===== src/rtl/dpage_pkg.sv =====
package dpage_pkg;
   localparam int unsigned DP_ADDR_DEF = 8'h11;
   localparam int unsigned GP_ADDR_DEF = 8'h10;

   typedef enum logic [1:0] {
      SEL_NONE = 2'd0,
      SEL_DP   = 2'd1,
      SEL_GP   = 2'd2
   } reg_sel_e;
endpackage


===== src/rtl/dpage_regfile.sv =====
module dpage_regfile
   import dpage_pkg::*;
#(
   parameter int unsigned REG_AW  = 8,
   parameter int unsigned REG_DW  = 8,
   parameter int unsigned PAGE_W  = 8,
   parameter int unsigned GPAGE_W = 7,
   parameter int unsigned DP_ADDR = DP_ADDR_DEF,
   parameter int unsigned GP_ADDR = GP_ADDR_DEF,
   parameter bit          RD_HOLD = 1'b1
) (
   input  logic              clk,
   input  logic              rst_n,
   input  logic              special_mode,
   input  logic              wr_en,
   input  logic              rd_en,
   input  logic [REG_AW-1:0] addr,
   input  logic [REG_DW-1:0] wdata,
   output logic [REG_DW-1:0] rdata,
   output logic [PAGE_W-1:0] dp_q,
   output logic [GPAGE_W-1:0] gp_q
);
   localparam logic [REG_AW-1:0] DP_A = REG_AW'(DP_ADDR);
   localparam logic [REG_AW-1:0] GP_A = REG_AW'(GP_ADDR);

   generate
      if (REG_DW < PAGE_W || REG_DW < GPAGE_W) begin : g_bad_dw
         $error("register data width narrower than a page register");
      end
      if (DP_ADDR == GP_ADDR) begin : g_bad_map
         $error("page registers share one address");
      end
   endgenerate

   reg_sel_e          sel;
   logic              lock_q;
   logic              dp_we;
   logic              gp_we;
   logic [REG_DW-1:0] rd_next;

   always_comb begin
      if (addr == DP_A)      sel = SEL_DP;
      else if (addr == GP_A) sel = SEL_GP;
      else                   sel = SEL_NONE;
   end

   assign dp_we = wr_en && (sel == SEL_DP) && (special_mode || !lock_q);
   assign gp_we = wr_en && (sel == SEL_GP);

   always_ff @(posedge clk) begin
      if (!rst_n) begin
         dp_q   <= '0;
         gp_q   <= '0;
         lock_q <= 1'b0;
      end else begin
         if (dp_we) dp_q <= wdata[PAGE_W-1:0];
         if (gp_we) gp_q <= wdata[GPAGE_W-1:0];
         if (wr_en && (sel == SEL_DP) && !special_mode) lock_q <= 1'b1;
      end
   end

   always_comb begin
      rd_next = '0;
      case (sel)
         SEL_DP:  rd_next[PAGE_W-1:0]  = dp_q;
         SEL_GP:  rd_next[GPAGE_W-1:0] = gp_q;
         default: rd_next = '0;
      endcase
   end

   generate
      if (RD_HOLD) begin : g_rd_hold
         always_ff @(posedge clk) begin
            if (!rst_n)     rdata <= '0;
            else if (rd_en) rdata <= rd_next;
         end
      end else begin : g_rd_clear
         always_ff @(posedge clk) begin
            if (!rst_n) rdata <= '0;
            else        rdata <= rd_en ? rd_next : '0;
         end
      end
   endgenerate


   dp_lock_hold_chk: assert property (@(posedge clk) disable iff (!rst_n)
      (wr_en && addr == DP_A && !special_mode && lock_q) |=> $stable(dp_q));


   lock_sticky_chk: assert property (@(posedge clk) disable iff (!rst_n)
      lock_q |=> lock_q);


   dp_special_wr_chk: assert property (@(posedge clk) disable iff (!rst_n)
      (wr_en && addr == DP_A && special_mode) |=> (dp_q == $past(wdata[PAGE_W-1:0])));


   dp_rd_latency_chk: assert property (@(posedge clk) disable iff (!rst_n)
      (rd_en && addr == DP_A) |=> (rdata[PAGE_W-1:0] == $past(dp_q)));


   unmapped_rd_chk: assert property (@(posedge clk) disable iff (!rst_n)
      (rd_en && addr != DP_A && addr != GP_A) |=> (rdata == '0));

   generate
      if (REG_DW > GPAGE_W) begin : g_gp_top

         gp_top_zero_chk: assert property (@(posedge clk) disable iff (!rst_n)
            (rd_en && addr == GP_A) |=> (rdata[REG_DW-1:GPAGE_W] == '0));
      end
   endgenerate
endmodule


===== src/rtl/dpage_addr_form.sv =====
module dpage_addr_form #(
   parameter int unsigned PAGE_W  = 8,
   parameter int unsigned OPER_W  = 8,
   parameter int unsigned GPAGE_W = 7,
   localparam int unsigned LOC_W  = PAGE_W + OPER_W,
   localparam int unsigned GLB_W  = GPAGE_W + LOC_W
) (
   input  logic [PAGE_W-1:0]  dp,
   input  logic [GPAGE_W-1:0] gp,
   input  logic [OPER_W-1:0]  operand,
   input  logic               acc_valid,
   input  logic               acc_global,
   output logic [LOC_W-1:0]   loc_addr,
   output logic [GLB_W-1:0]   glb_addr,
   output logic               glb_valid
);
   assign loc_addr  = {dp, operand};
   assign glb_addr  = {gp, dp, operand};
   assign glb_valid = acc_valid && acc_global;
endmodule


===== src/rtl/dpage_addr_unit.sv =====
module dpage_addr_unit
   import dpage_pkg::*;
#(
   parameter int unsigned REG_AW  = 8,
   parameter int unsigned REG_DW  = 8,
   parameter int unsigned PAGE_W  = 8,
   parameter int unsigned OPER_W  = 8,
   parameter int unsigned GPAGE_W = 7,
   parameter int unsigned DP_ADDR = DP_ADDR_DEF,
   parameter int unsigned GP_ADDR = GP_ADDR_DEF,
   parameter bit          RD_HOLD = 1'b1,
   localparam int unsigned LOC_W  = PAGE_W + OPER_W,
   localparam int unsigned GLB_W  = GPAGE_W + LOC_W
) (
   input  logic              clk,
   input  logic              rst_n,
   input  logic              special_mode,
   input  logic              reg_wr_en,
   input  logic              reg_rd_en,
   input  logic [REG_AW-1:0] reg_addr,
   input  logic [REG_DW-1:0] reg_wdata,
   output logic [REG_DW-1:0] reg_rdata,
   input  logic              acc_valid,
   input  logic              acc_global,
   input  logic [OPER_W-1:0] acc_operand,
   output logic [LOC_W-1:0]  loc_addr,
   output logic [GLB_W-1:0]  glb_addr,
   output logic              glb_valid
);
   generate
      if (REG_AW < 5 || (DP_ADDR >> REG_AW) != 0 || (GP_ADDR >> REG_AW) != 0) begin : g_bad_aw
         $error("register address does not fit the address width");
      end
   endgenerate

   logic [PAGE_W-1:0]  dp_q;
   logic [GPAGE_W-1:0] gp_q;

   dpage_regfile #(
      .REG_AW (REG_AW),
      .REG_DW (REG_DW),
      .PAGE_W (PAGE_W),
      .GPAGE_W(GPAGE_W),
      .DP_ADDR(DP_ADDR),
      .GP_ADDR(GP_ADDR),
      .RD_HOLD(RD_HOLD)
   ) regs_i (
      .clk         (clk),
      .rst_n       (rst_n),
      .special_mode(special_mode),
      .wr_en       (reg_wr_en),
      .rd_en       (reg_rd_en),
      .addr        (reg_addr),
      .wdata       (reg_wdata),
      .rdata       (reg_rdata),
      .dp_q        (dp_q),
      .gp_q        (gp_q)
   );

   dpage_addr_form #(
      .PAGE_W (PAGE_W),
      .OPER_W (OPER_W),
      .GPAGE_W(GPAGE_W)
   ) form_i (
      .dp        (dp_q),
      .gp        (gp_q),
      .operand   (acc_operand),
      .acc_valid (acc_valid),
      .acc_global(acc_global),
      .loc_addr  (loc_addr),
      .glb_addr  (glb_addr),
      .glb_valid (glb_valid)
   );


   glb_valid_chk: assert property (@(posedge clk) disable iff (!rst_n)
      glb_valid |-> (acc_valid && acc_global && glb_addr[LOC_W-1:0] == loc_addr));


   loc_low_chk: assert property (@(posedge clk) disable iff (!rst_n)
      loc_addr[OPER_W-1:0] == acc_operand);


   loc_old_page_chk: assert property (@(posedge clk) disable iff (!rst_n)
      (reg_wr_en && reg_addr == REG_AW'(DP_ADDR)) |-> (loc_addr[LOC_W-1:OPER_W] == dp_q));
endmodule


===== config.mk =====
export PLATFORM = sky130hd
export DESIGN_NAME = dpage_addr_unit
export DESIGN_NICKNAME = d
export VERILOG_FILES = /design/src/rtl/dpage_pkg.sv /design/src/rtl/dpage_regfile.sv /design/src/rtl/dpage_addr_form.sv /design/src/rtl/dpage_addr_unit.sv
export SDC_FILE = /design/constraint.sdc
export NUM_CORES = 1
export LEC_CHECK = 0
export BUFFER_PORTS_ARGS = -buffer_cell sky130_fd_sc_hd__buf_2
export CAP_MARGIN = 10
export CORE_ASPECT_RATIO = 1.25
export CORE_MARGIN = 10
export CORE_UTILIZATION = 46
export DETAILED_ROUTE_END_ITERATION = 12
export MAX_ROUTING_LAYER = met4
export PLACE_DENSITY = 0.89
export SYNTH_ARGS = -nofsm -noshare
export SYNTH_HDL_FRONTEND = slang
export SYNTH_SLANG_ARGS = --single-unit

===== constraint.sdc =====
create_clock -name clk -period 1.8 [get_ports clk]
set_clock_uncertainty 0.05 [all_clocks]
set_input_delay 0.09 -clock clk [delete_from_list [all_inputs] [get_ports clk]]
set_output_delay 0.09 -clock clk [all_outputs]
set_load 0.03 [all_outputs]

After elaboration in Yosys (flattened, before gate mapping)
Cells that the tools add are included.
{"block": "classes", "div": 0, "n_shift": 0, "mul": 0, "n_eq_ne": 4, "n_reduce_logical": 8, "n_mux": 4, "bitwise": 0, "order_cmp": 0, "addsub": 0}
{"cell": "8-bit by 5-bit equality test with 1-bit output (second input constant)", "count": 2}
{"cell": "7-bit case mux with 2 select lines", "count": 1}
{"cell": "1-bit logical AND", "count": 5}
{"cell": "2-bit 2-to-1 mux", "count": 2}
{"cell": "2-bit by 1-bit equality test with 1-bit output (second input constant)", "count": 1}
{"cell": "2-bit equality test (second input constant)", "count": 1}
{"cell": "1-bit zero test", "count": 2}
{"cell": "1-bit logical OR", "count": 1}
{"cell": "1-bit 2-to-1 mux", "count": 1}
{"block": "word_totals", "out_inout_bits": 48, "ramBits": 0, "reg_bits": 24, "inputBits": 31, "mem_count": 0, "latchBits": 0, "elab_cells": 20, "romBits": 0}

Depth between registers and ports, before layout
Gate-level depths: netlist (run 1).
{"block": "depth", "depth_word": 6, "depth_mapped": 4, "ltp_nobuf": 3}

Cells and area by module
Synthesis (run 1) repeated with hierarchy kept, for this count alone.
{"block": "hier_totals", "cells_unflattened": 151, "hier_area_um2": 1396.3}
{"module": "dpage_regfile", "seq_area_each_um2": 480.5, "cells_each": 111, "instances": 1, "area_each_um2": 1097.3}
{"module": "dpage_addr_form", "seq_area_each_um2": 0.0, "cells_each": 40, "instances": 1, "area_each_um2": 299.0}

Least setup slack after synthesis (run 1)
Ideal clock, no wire load.
{"block": "synth_path", "kind": "input to register", "from": "in reg_addr[5]", "to": "reg regs_i.dp_q[0]", "arrival_ns": 0.918, "t_required_ns": 1.617, "path_buffers": 1, "setup_time_ns": 0.133, "cell_stages": 4, "slack_ns": 0.699, "path_cell_list": "nor3b_1 > clkbuf_4 > o2111ai_4 > mux2i_1"}
{"block": "synth_via", "elab_chain_len": 6, "elab_cells_between_ends": 7, "classes_between": "3 x eq/ne; 2 x mux; 2 x reduce/logical"}
{"item": "from (decl)", "line_no": "dpage_addr_unit.sv:20", "text": "input logic [REG_AW-1:0] reg_addr,"}
{"item": "8-bit by 5-bit equality test with 1-bit output", "line_no": "dpage_regfile.sv:43", "text": "else if (addr == GP_A) sel = SEL_GP;"}
{"item": "2-bit 2-to-1 mux", "line_no": "dpage_regfile.sv:43"}
{"item": "2-bit 2-to-1 mux *", "line_no": "dpage_regfile.sv:42", "text": "if (addr == DP_A) sel = SEL_DP;"}
{"item": "2-bit by 1-bit equality test with 1-bit output *", "line_no": "dpage_regfile.sv:47", "text": "assign dp_we = wr_en && (sel == SEL_DP) && (special_mode || !lock_q);"}
{"item": "1-bit logical AND * (2 in series)", "line_no": "dpage_regfile.sv:47"}
{"item": "to (signal assigned)", "line_no": "dpage_regfile.sv:56", "text": "if (dp_we) dp_q <= wdata[PAGE_W-1:0];"}
{"item": "to (decl)", "line_no": "dpage_regfile.sv:20", "text": "output logic [PAGE_W-1:0] dp_q,"}
Mark *: on every way between the ends. The rest lies on a longest branch, timed or not.
A chain may end at the register's enable or synchronous reset.

Worst setup path after layout (run 1)
{"block": "layout_path", "from": "reg regs_i.lock_q", "to": "reg regs_i.dp_q[7]"}
{"block": "layout_via", "elab_chain_len": 3}
{"item": "from (decl)", "line_no": "dpage_regfile.sv:36", "text": "logic lock_q;"}
{"item": "from (signal assigned)", "line_no": "dpage_regfile.sv:54", "text": "lock_q <= 1'b0;"}
{"item": "from (signal assigned)", "line_no": "dpage_regfile.sv:58", "text": "if (wr_en && (sel == SEL_DP) && !special_mode) lock_q <= 1'b1;"}
{"item": "1-bit zero test", "line_no": "dpage_regfile.sv:47"}
{"item": "1-bit logical OR", "line_no": "dpage_regfile.sv:47"}
{"item": "1-bit logical AND", "line_no": "dpage_regfile.sv:47"}
No other way between the ends.

==> summary.md, run 1 <==
| Metric | Value |
|---|---|
| Worst Hold Slack | -0.000246 ns |
| First-pass GRT wire length | 4640 um |
| Post-synth EDFFs | 0 |
| Drt pass-1 iters | 5 |
| Post-layout util | 54.0% |
| WHS Endpoint | regs_i.dp_q[0] |
| Setup CP Type | flop to flop |
| Seq/Total Area, Yosys | 37.4% |
| Die X | 67.3 um |
| P&R area growth vs syn | 12.8% |
| Yosys warnings | 0 |
| WL/cell | 14.4 um |
| Synth cell count leaders | buf_4 (24), dfxtp_1 (24), nand2_1 (23), mux2i_1 (15) |
| Vias post-DR | 996 |
| Initial Util | 47.9% |
| Ranking of synthesized cells by area | dfxtp_1 (37%), buf_4 (14%), mux2i_1 (12%), nand2_1 (6.7%), mux2_2 (6.1%) |
| HP Start | reg_wdata[0] |
| Antenna violations before repair | 0 |
| FMAX | 841 MHz |
| Final ANT Viol Nets | 0 |
| Die height | 79.1 um |
| Met3 usage | 3.65% |
| Worst skew pair latency | 0.30 ns |
| Leakage | 0.763 nW |
| #FFs+latches synth | 24 |
| R2R Path End | regs_i.dp_q[7] |
| Violations in the final reports | negative hold slack |
| Setup bufs post-CTS | 0 |
| CP Launch Type | flop |
| Setup_tns | 0 ns |
| Max_cap viols | 0 |
| CP Capture Type | flop |
| Async SR Flop Fraction | 0% |
| Grt total ovfl | 0 |
| Synth area leader | dfxtp_1 |
| Status | finished, violations left |
| Clock root buffer | clkbuf_4 |
| Normalized max-slew margin | 66.3% |
| Most used DFF post-synth | dfxtp_1 |
| Hold Crit Class | input port to flop |
| Layer with the highest usage | met2 |
| # resized after CTS | 0 |
| Drt first-iter violations | 27 |
| Final worst slack | 0.611 ns |
| Synthesized cell area | 1280 um^2 |
| Clock sinks | 24 |
| Clock Tree Buf Depth | 2 |
| Vias per cell | 4.96 |
| Largest net degree at the start of global routing | 33 |
| DP Wirelength | 2360 um |
| # rows | 21 |
| Synthesized net count | 167 |
| Number of fill cells | 262 |
| Routability Congestion | 0.769 |
| CP required | 1.98 ns |
| RSZ-0062 raised after global routing | false |
| Port-buffer cells | 54 |
| Met2 Use GR | 19.3% |
| Num CTS Buffers | 3 |
| Hold path depth | 3 |
| Share of layout cells above drive strength 1 | 41.3% |
| Core ar. | 2680 um^2 |
| H-tree Lvls | 1 |
| Worst path arrival time | 1.37 ns |
| Tmin final | 1.19 ns |
| GR met1 Demand/Resource | 10.4% |
| DRC | 0 |
| # setup viols final | 0 |
| Fin crit share | 66.1% |
| Final slew viol count | 0 |
| Setup WS pre-CTS | 0.427 ns |
| Die area | 5320 um^2 |
| Top cell type's share of synthesized area | 37.4% |
| Gate Count Post-Synth | 136 |
| Reg-to-reg slack, setup | 0.61 ns |
| DP Cell Count | 195 |
| Nets@finish | 200 |
| Max VDD drop | 0.311 mV |
| Hold Violations, Final | 1 |
| Worst Tran Pin Value | 0.504 ns |
| Finished Layout Cells | 201 |
| N_diodes | 0 |
| Worst reg2reg path depth | 3 |
| CP Max Fanout | 8 |
| Total power | 0.000833 W |
| Pwr/cell area | 575 nW/um^2 |
| Synth Area per Inst | 9.44 um^2 |
| WL final | 2900 um |
| FF-to-FF Start | regs_i.lock_q |
| I/O pins | 79 |
| CTS tree | yes |
| Hold Buf Count CTS | 3 |
| Clock slew at reported path FFs | 0.13 ns |
| Synth unique cells | 22 |
| Vias in the first global route | 996 |
| Total Routing Usage GR | 10.8% |
-- per-stage QoR --
step,hold slack [ns],area (um^2)
CTS,0.00208,1450
detailed placement,0.130,1400
floorplan,0.179,1280
global route,0.00664,1450
finish,-0.000246,1450
global placement,0.130,1400
-- how the worst max path moves through the flow --
| stage | startpoint | endpoint | slack (ns) | depth (start not counted) |
|---|---|---|---|---|
| after floorplan | reg_addr[5] | regs_i.dp_q[0] | 0.70 | 4 |
| after global placement | reg_addr[5] | regs_i.dp_q[4] | 0.44 | 4 |
| after detailed placement | reg_addr[5] | regs_i.dp_q[3] | 0.43 | 4 |
| after CTS | regs_i.lock_q | regs_i.dp_q[3] | 0.62 | 3 |
| after global routing | regs_i.lock_q | regs_i.dp_q[6] | 0.53 | 3 |
| final | regs_i.lock_q | regs_i.dp_q[7] | 0.61 | 3 |
-- layout make-up --
cell class              instances  area [um^2]  area share, %
clock buffers                   3         22.5           1.56
inverters                       2         7.51          0.519
multi-input cells              78          572           39.5
flip-flops and latches         24          480           33.2
well taps                      34         42.5           2.94
repair buffers                 60          323           22.3
-- sequential cells by signal, indices dropped and copies added, names as in the netlist --
register       count
regs_i.rdata       8
regs_i.gp_q        7
regs_i.lock_q      1
regs_i.dp_q        8
-- cell families (layout without fill, tap and decap cells) --
family / Yosys count / in the layout / share of synthesized area [%]
buffers and inverters: 34 / 65 / 18.0
AND/OR/NAND/NOR: 46 / 46 / 19.3
flip-flops: 24 / 24 / 37.4
multiplexers: 22 / 22 / 17.8
AO/OA/AOI/OAI: 10 / 10 / 7.41
-- cells in the final DEF, fill, tap and decap left out, types with 3 or more instances in the layout --
cell,count
nand4_1,7
buf_2,54
clkbuf_4,3
mux2_2,7
nand2_1,23
buf_4,3
nand2b_1,8
a21boi_0,8
dlygate4sd3_1,3
mux2i_1,15
dfxtp_1,24
-- critical path: stages (launching register included) --
cell and delay (ns):
dfxtp_1 0.36, inv_1 0.07, o2111ai_4 0.41, mux2i_1 0.23
-- layer usage --
layer  wire, um  vias up
met5          0        -
met4         33        0
met3        283        4
met2       1540       44
met1       1040      449
li1           -      499
-- report_power, final --
| part | switching (W) | internal (W) |
|---|---|---|
| Sequential | 0.000000345 | 0.000531 |
| Combinational | 0.0000439 | 0.0000380 |
| Clock | 0.000141 | 0.0000778 |
Power figures use the tool's default switching activity.
==> run 2, diff against run 1 <==
--- a/config.mk
+++ b/config.mk
@@ -9,10 +9,10 @@
 export CAP_MARGIN = 10
 export CORE_ASPECT_RATIO = 1.25
 export CORE_MARGIN = 10
-export CORE_UTILIZATION = 46
+export CORE_UTILIZATION = 42
 export DETAILED_ROUTE_END_ITERATION = 12
 export MAX_ROUTING_LAYER = met4
-export PLACE_DENSITY = 0.89
+export PLACE_DENSITY = 0.83
 export SYNTH_ARGS = -nofsm -noshare
 export SYNTH_HDL_FRONTEND = slang
 export SYNTH_SLANG_ARGS = --single-unit
==> constraint.sdc (replaced) <==
create_clock -name clk -period 1.1 [get_ports clk]
set_clock_uncertainty 0.05 [all_clocks]
set_input_delay 0.055 -clock clk [delete_from_list [all_inputs] [get_ports clk]]
set_output_delay 0.055 -clock clk [all_outputs]
set_load 0.03 [all_outputs]
==> run 2 against run 1 <==
The flow now finishes without violations. Combinational power rose by 90%. Power grew 68%. Via count increased by 0.70%. Sequential power is 64% higher. Wire length up 3.0%. Clock power rose by 69%. Critical path type unchanged. Largest cell class unchanged. Highest routed layer unchanged.
==> summary.md, run 2 (synthesis results as in run 1) <==
| Metric | Value |
|---|---|
| Status | complete, no violations |
| WL final | 2990 um (+3.0%) |
| Max VDD drop | 0.613 mV (+97%) |
| Initial Util | 43.6% (-4.3 points) |
| CP Launch Type | flop |
| DP Wirelength | 2350 um (-0.19%) |
| Die height | 81.8 um (+3.5%) |
| I/O pins | 79 (unchanged) |
| CP peak stage delay | 0.36 ns (-0.05 ns) |
| Clock sinks | 24 (unchanged) |
| Tmin final | 1.06 ns (-0.126 ns) |
| N_diodes | 0 (unchanged) |
| CP required | 1.29 ns (-0.69 ns) |
| # setup viols final | 0 (unchanged) |
| Setup CP Type | flop to flop |
| Routability Congestion | 0.772 (+0.39%) |
| Drt first-iter violations | 28 (+3.7%) |
| Share of layout cells above drive strength 1 | 42.6% (+1.3 points) |
| Port-buffer cells | 54 (unchanged) |
| CP Capture Type | flop |
| CTS tree | yes |
| WL/cell | 14.1 um (-2.3%) |
| Clock Tree Buf Depth | 2 (unchanged) |
| Critical path's slowest cell | dfxtp_2 |
| DP Cell Count | 199 (+2.1%) |
| Vias in the first global route | 1044 (+4.8%) |
| Vias post-DR | 1003 (+0.70%) |
| Leakage | 0.811 nW (+6.3%) |
| Worst path arrival time | 1.25 ns (-0.12 ns) |
| Final worst slack | 0.0368 ns (-0.574 ns) |
| CP Max Fanout | 5 (-3) |
| Clock root buffer | clkbuf_4 |
| Most frequent cells in the layout | buf_2 (54), nand2_1 (23), dfxtp_1 (23), mux2i_1 (15) |
| Finished Layout Cells | 212 (+5.5%) |
| Worst skew pair latency | 0.30 ns (about the same) |
| P&R area growth vs syn | 20.9% |
| Top Registers | regs_i.dp_q: 8 flops, regs_i.rdata: 8 flops, regs_i.gp_q: 7 flops |
| Drt pass-1 iters | 4 (-1) |
| Clock slew at reported path FFs | 0.13 ns (about the same) |
| Most common cell after layout, fill and taps aside | buf_2 |
| Antenna violations before repair | 0 (unchanged) |
| RSZ-0062 raised after global routing | true |
| Die X | 69.5 um (+3.3%) |
| Pwr/cell area | 900 nW/um^2 (+56%) |
| Setup WS pre-CTS | -0.143 ns (-0.569 ns) |
| Core ar. | 2950 um^2 (+9.9%) |
| First-pass GRT wire length | 4830 um (+4.2%) |
| Vias per cell | 4.73 (-4.5%) |
| Max_cap viols | 0 (unchanged) |
| Post-layout util | 52.7% (-1.3 points) |
| Normalized max-slew margin | 77.0% (+11 points) |
| Hold Violations, Final | 0 (-1) |
| Final slew viol count | 0 (unchanged) |
| DRC | 0 (unchanged) |
| Final ANT Viol Nets | 0 (unchanged) |
| H-tree Lvls | 1 (unchanged) |
| Total Routing Usage GR | 10.3% (-0.44 points) |
| Die area | 5680 um^2 (+6.9%) |
| Largest net degree at the start of global routing | 33 (unchanged) |
| # rows | 22 (+4.8%) |
| Num CTS Buffers | 3 (unchanged) |
| Fin crit share | 96.7% (+31 points) |
| Grt total ovfl | 0 (unchanged) |
| CP Cell Sequence | inv_2 -> o2111ai_4 -> buf_6 -> mux2i_1 |
| Nets@finish | 209 (+4.5%) |
| Hold Crit Class | input port to output pin |
| FMAX | 941 MHz (+12%) |
| Worst Tran Pin Value | 0.343 ns (-0.161 ns) |
## run 2: cell count changes in the layout (fill, tap and decap cells not counted)
cell and delta:
dfxtp_2 +1, dfxtp_1 -1, inv_1 -1, inv_2 +1, buf_12 +1, buf_6 +2
buf_4 +1, dlygate4sd3_1 +5
## run 2: cell type report
type                    instances  area, um^2
multi-input cells              78         572
well taps                      36        45.0
inverters                       2        7.51
clock buffers                   3        22.5
repair buffers                 69         423
fillers                       269        1390
flip-flops and latches         24         482
## run 2: worst paths after layout
path	from	slack (ns)	cells after the start	end
worst max-delay path	regs_i.lock_q	0.04	4	regs_i.dp_q[3]
worst min-delay path	acc_operand[7]	0.06	0	loc_addr[7]
worst max register to register	regs_i.lock_q	0.04	4	regs_i.dp_q[3]
worst min register to register	regs_i.rdata[4]	0.43	2	regs_i.rdata[4]
## run 2: report_power, final
part / total (W) / internal, W / leakage (nW) / switching [W]
Clock: 0.000370 / 0.000127 / 0.0138 / 0.000242
Sequential: 0.000870 / 0.000870 / 0.194 / 0.000000566
Combinational: 0.000156 / 0.0000827 / 0.604 / 0.0000732
## run 2: critical path, delay by kind of cell (launching register included)
kind	cells	cell delay [ns]
AOI/OAI and AO/OA	1	0.20
buffers and inverters	2	0.21
DFF	1	0.36
muxes	1	0.17
## run 2: metrics by stage
stage	power, W	hold WS [ns]	setup TNS (ns)	cell area, um^2
3_3_place_gp	0.00102	0.0603	-1.62	1430
5_1_grt	0.00146	0.0601	-0.162	1550
6_report	0.00140	0.0600	0	1550
2_1_floorplan	0.00107	0.144	0	1280
4_1_cts	0.00140	0.0603	0	1540
3_5_place_dp	0.00102	0.0603	-2.18	1430
## run 2: routing by layer
layer	routed length, um	GRT usage [%]	vias up
li1	-	-	513
met1	1210	10.7	451
met2	1570	18.2	29
met3	120	1.57	10
met4	78	6.45	0
met5	0	-	-
## run 2: repair_timing
action / 4_1_cts / 5_1_grt
gates cloned: 0 / 0
pin swaps: 1 / 0
setup buffers: 2 / 0
hold buffers: 8 / 0
setup endpoints to repair: 8 / 8
endpoints found under the hold margin: 15 / 0
gates resized for setup: 0 / 4
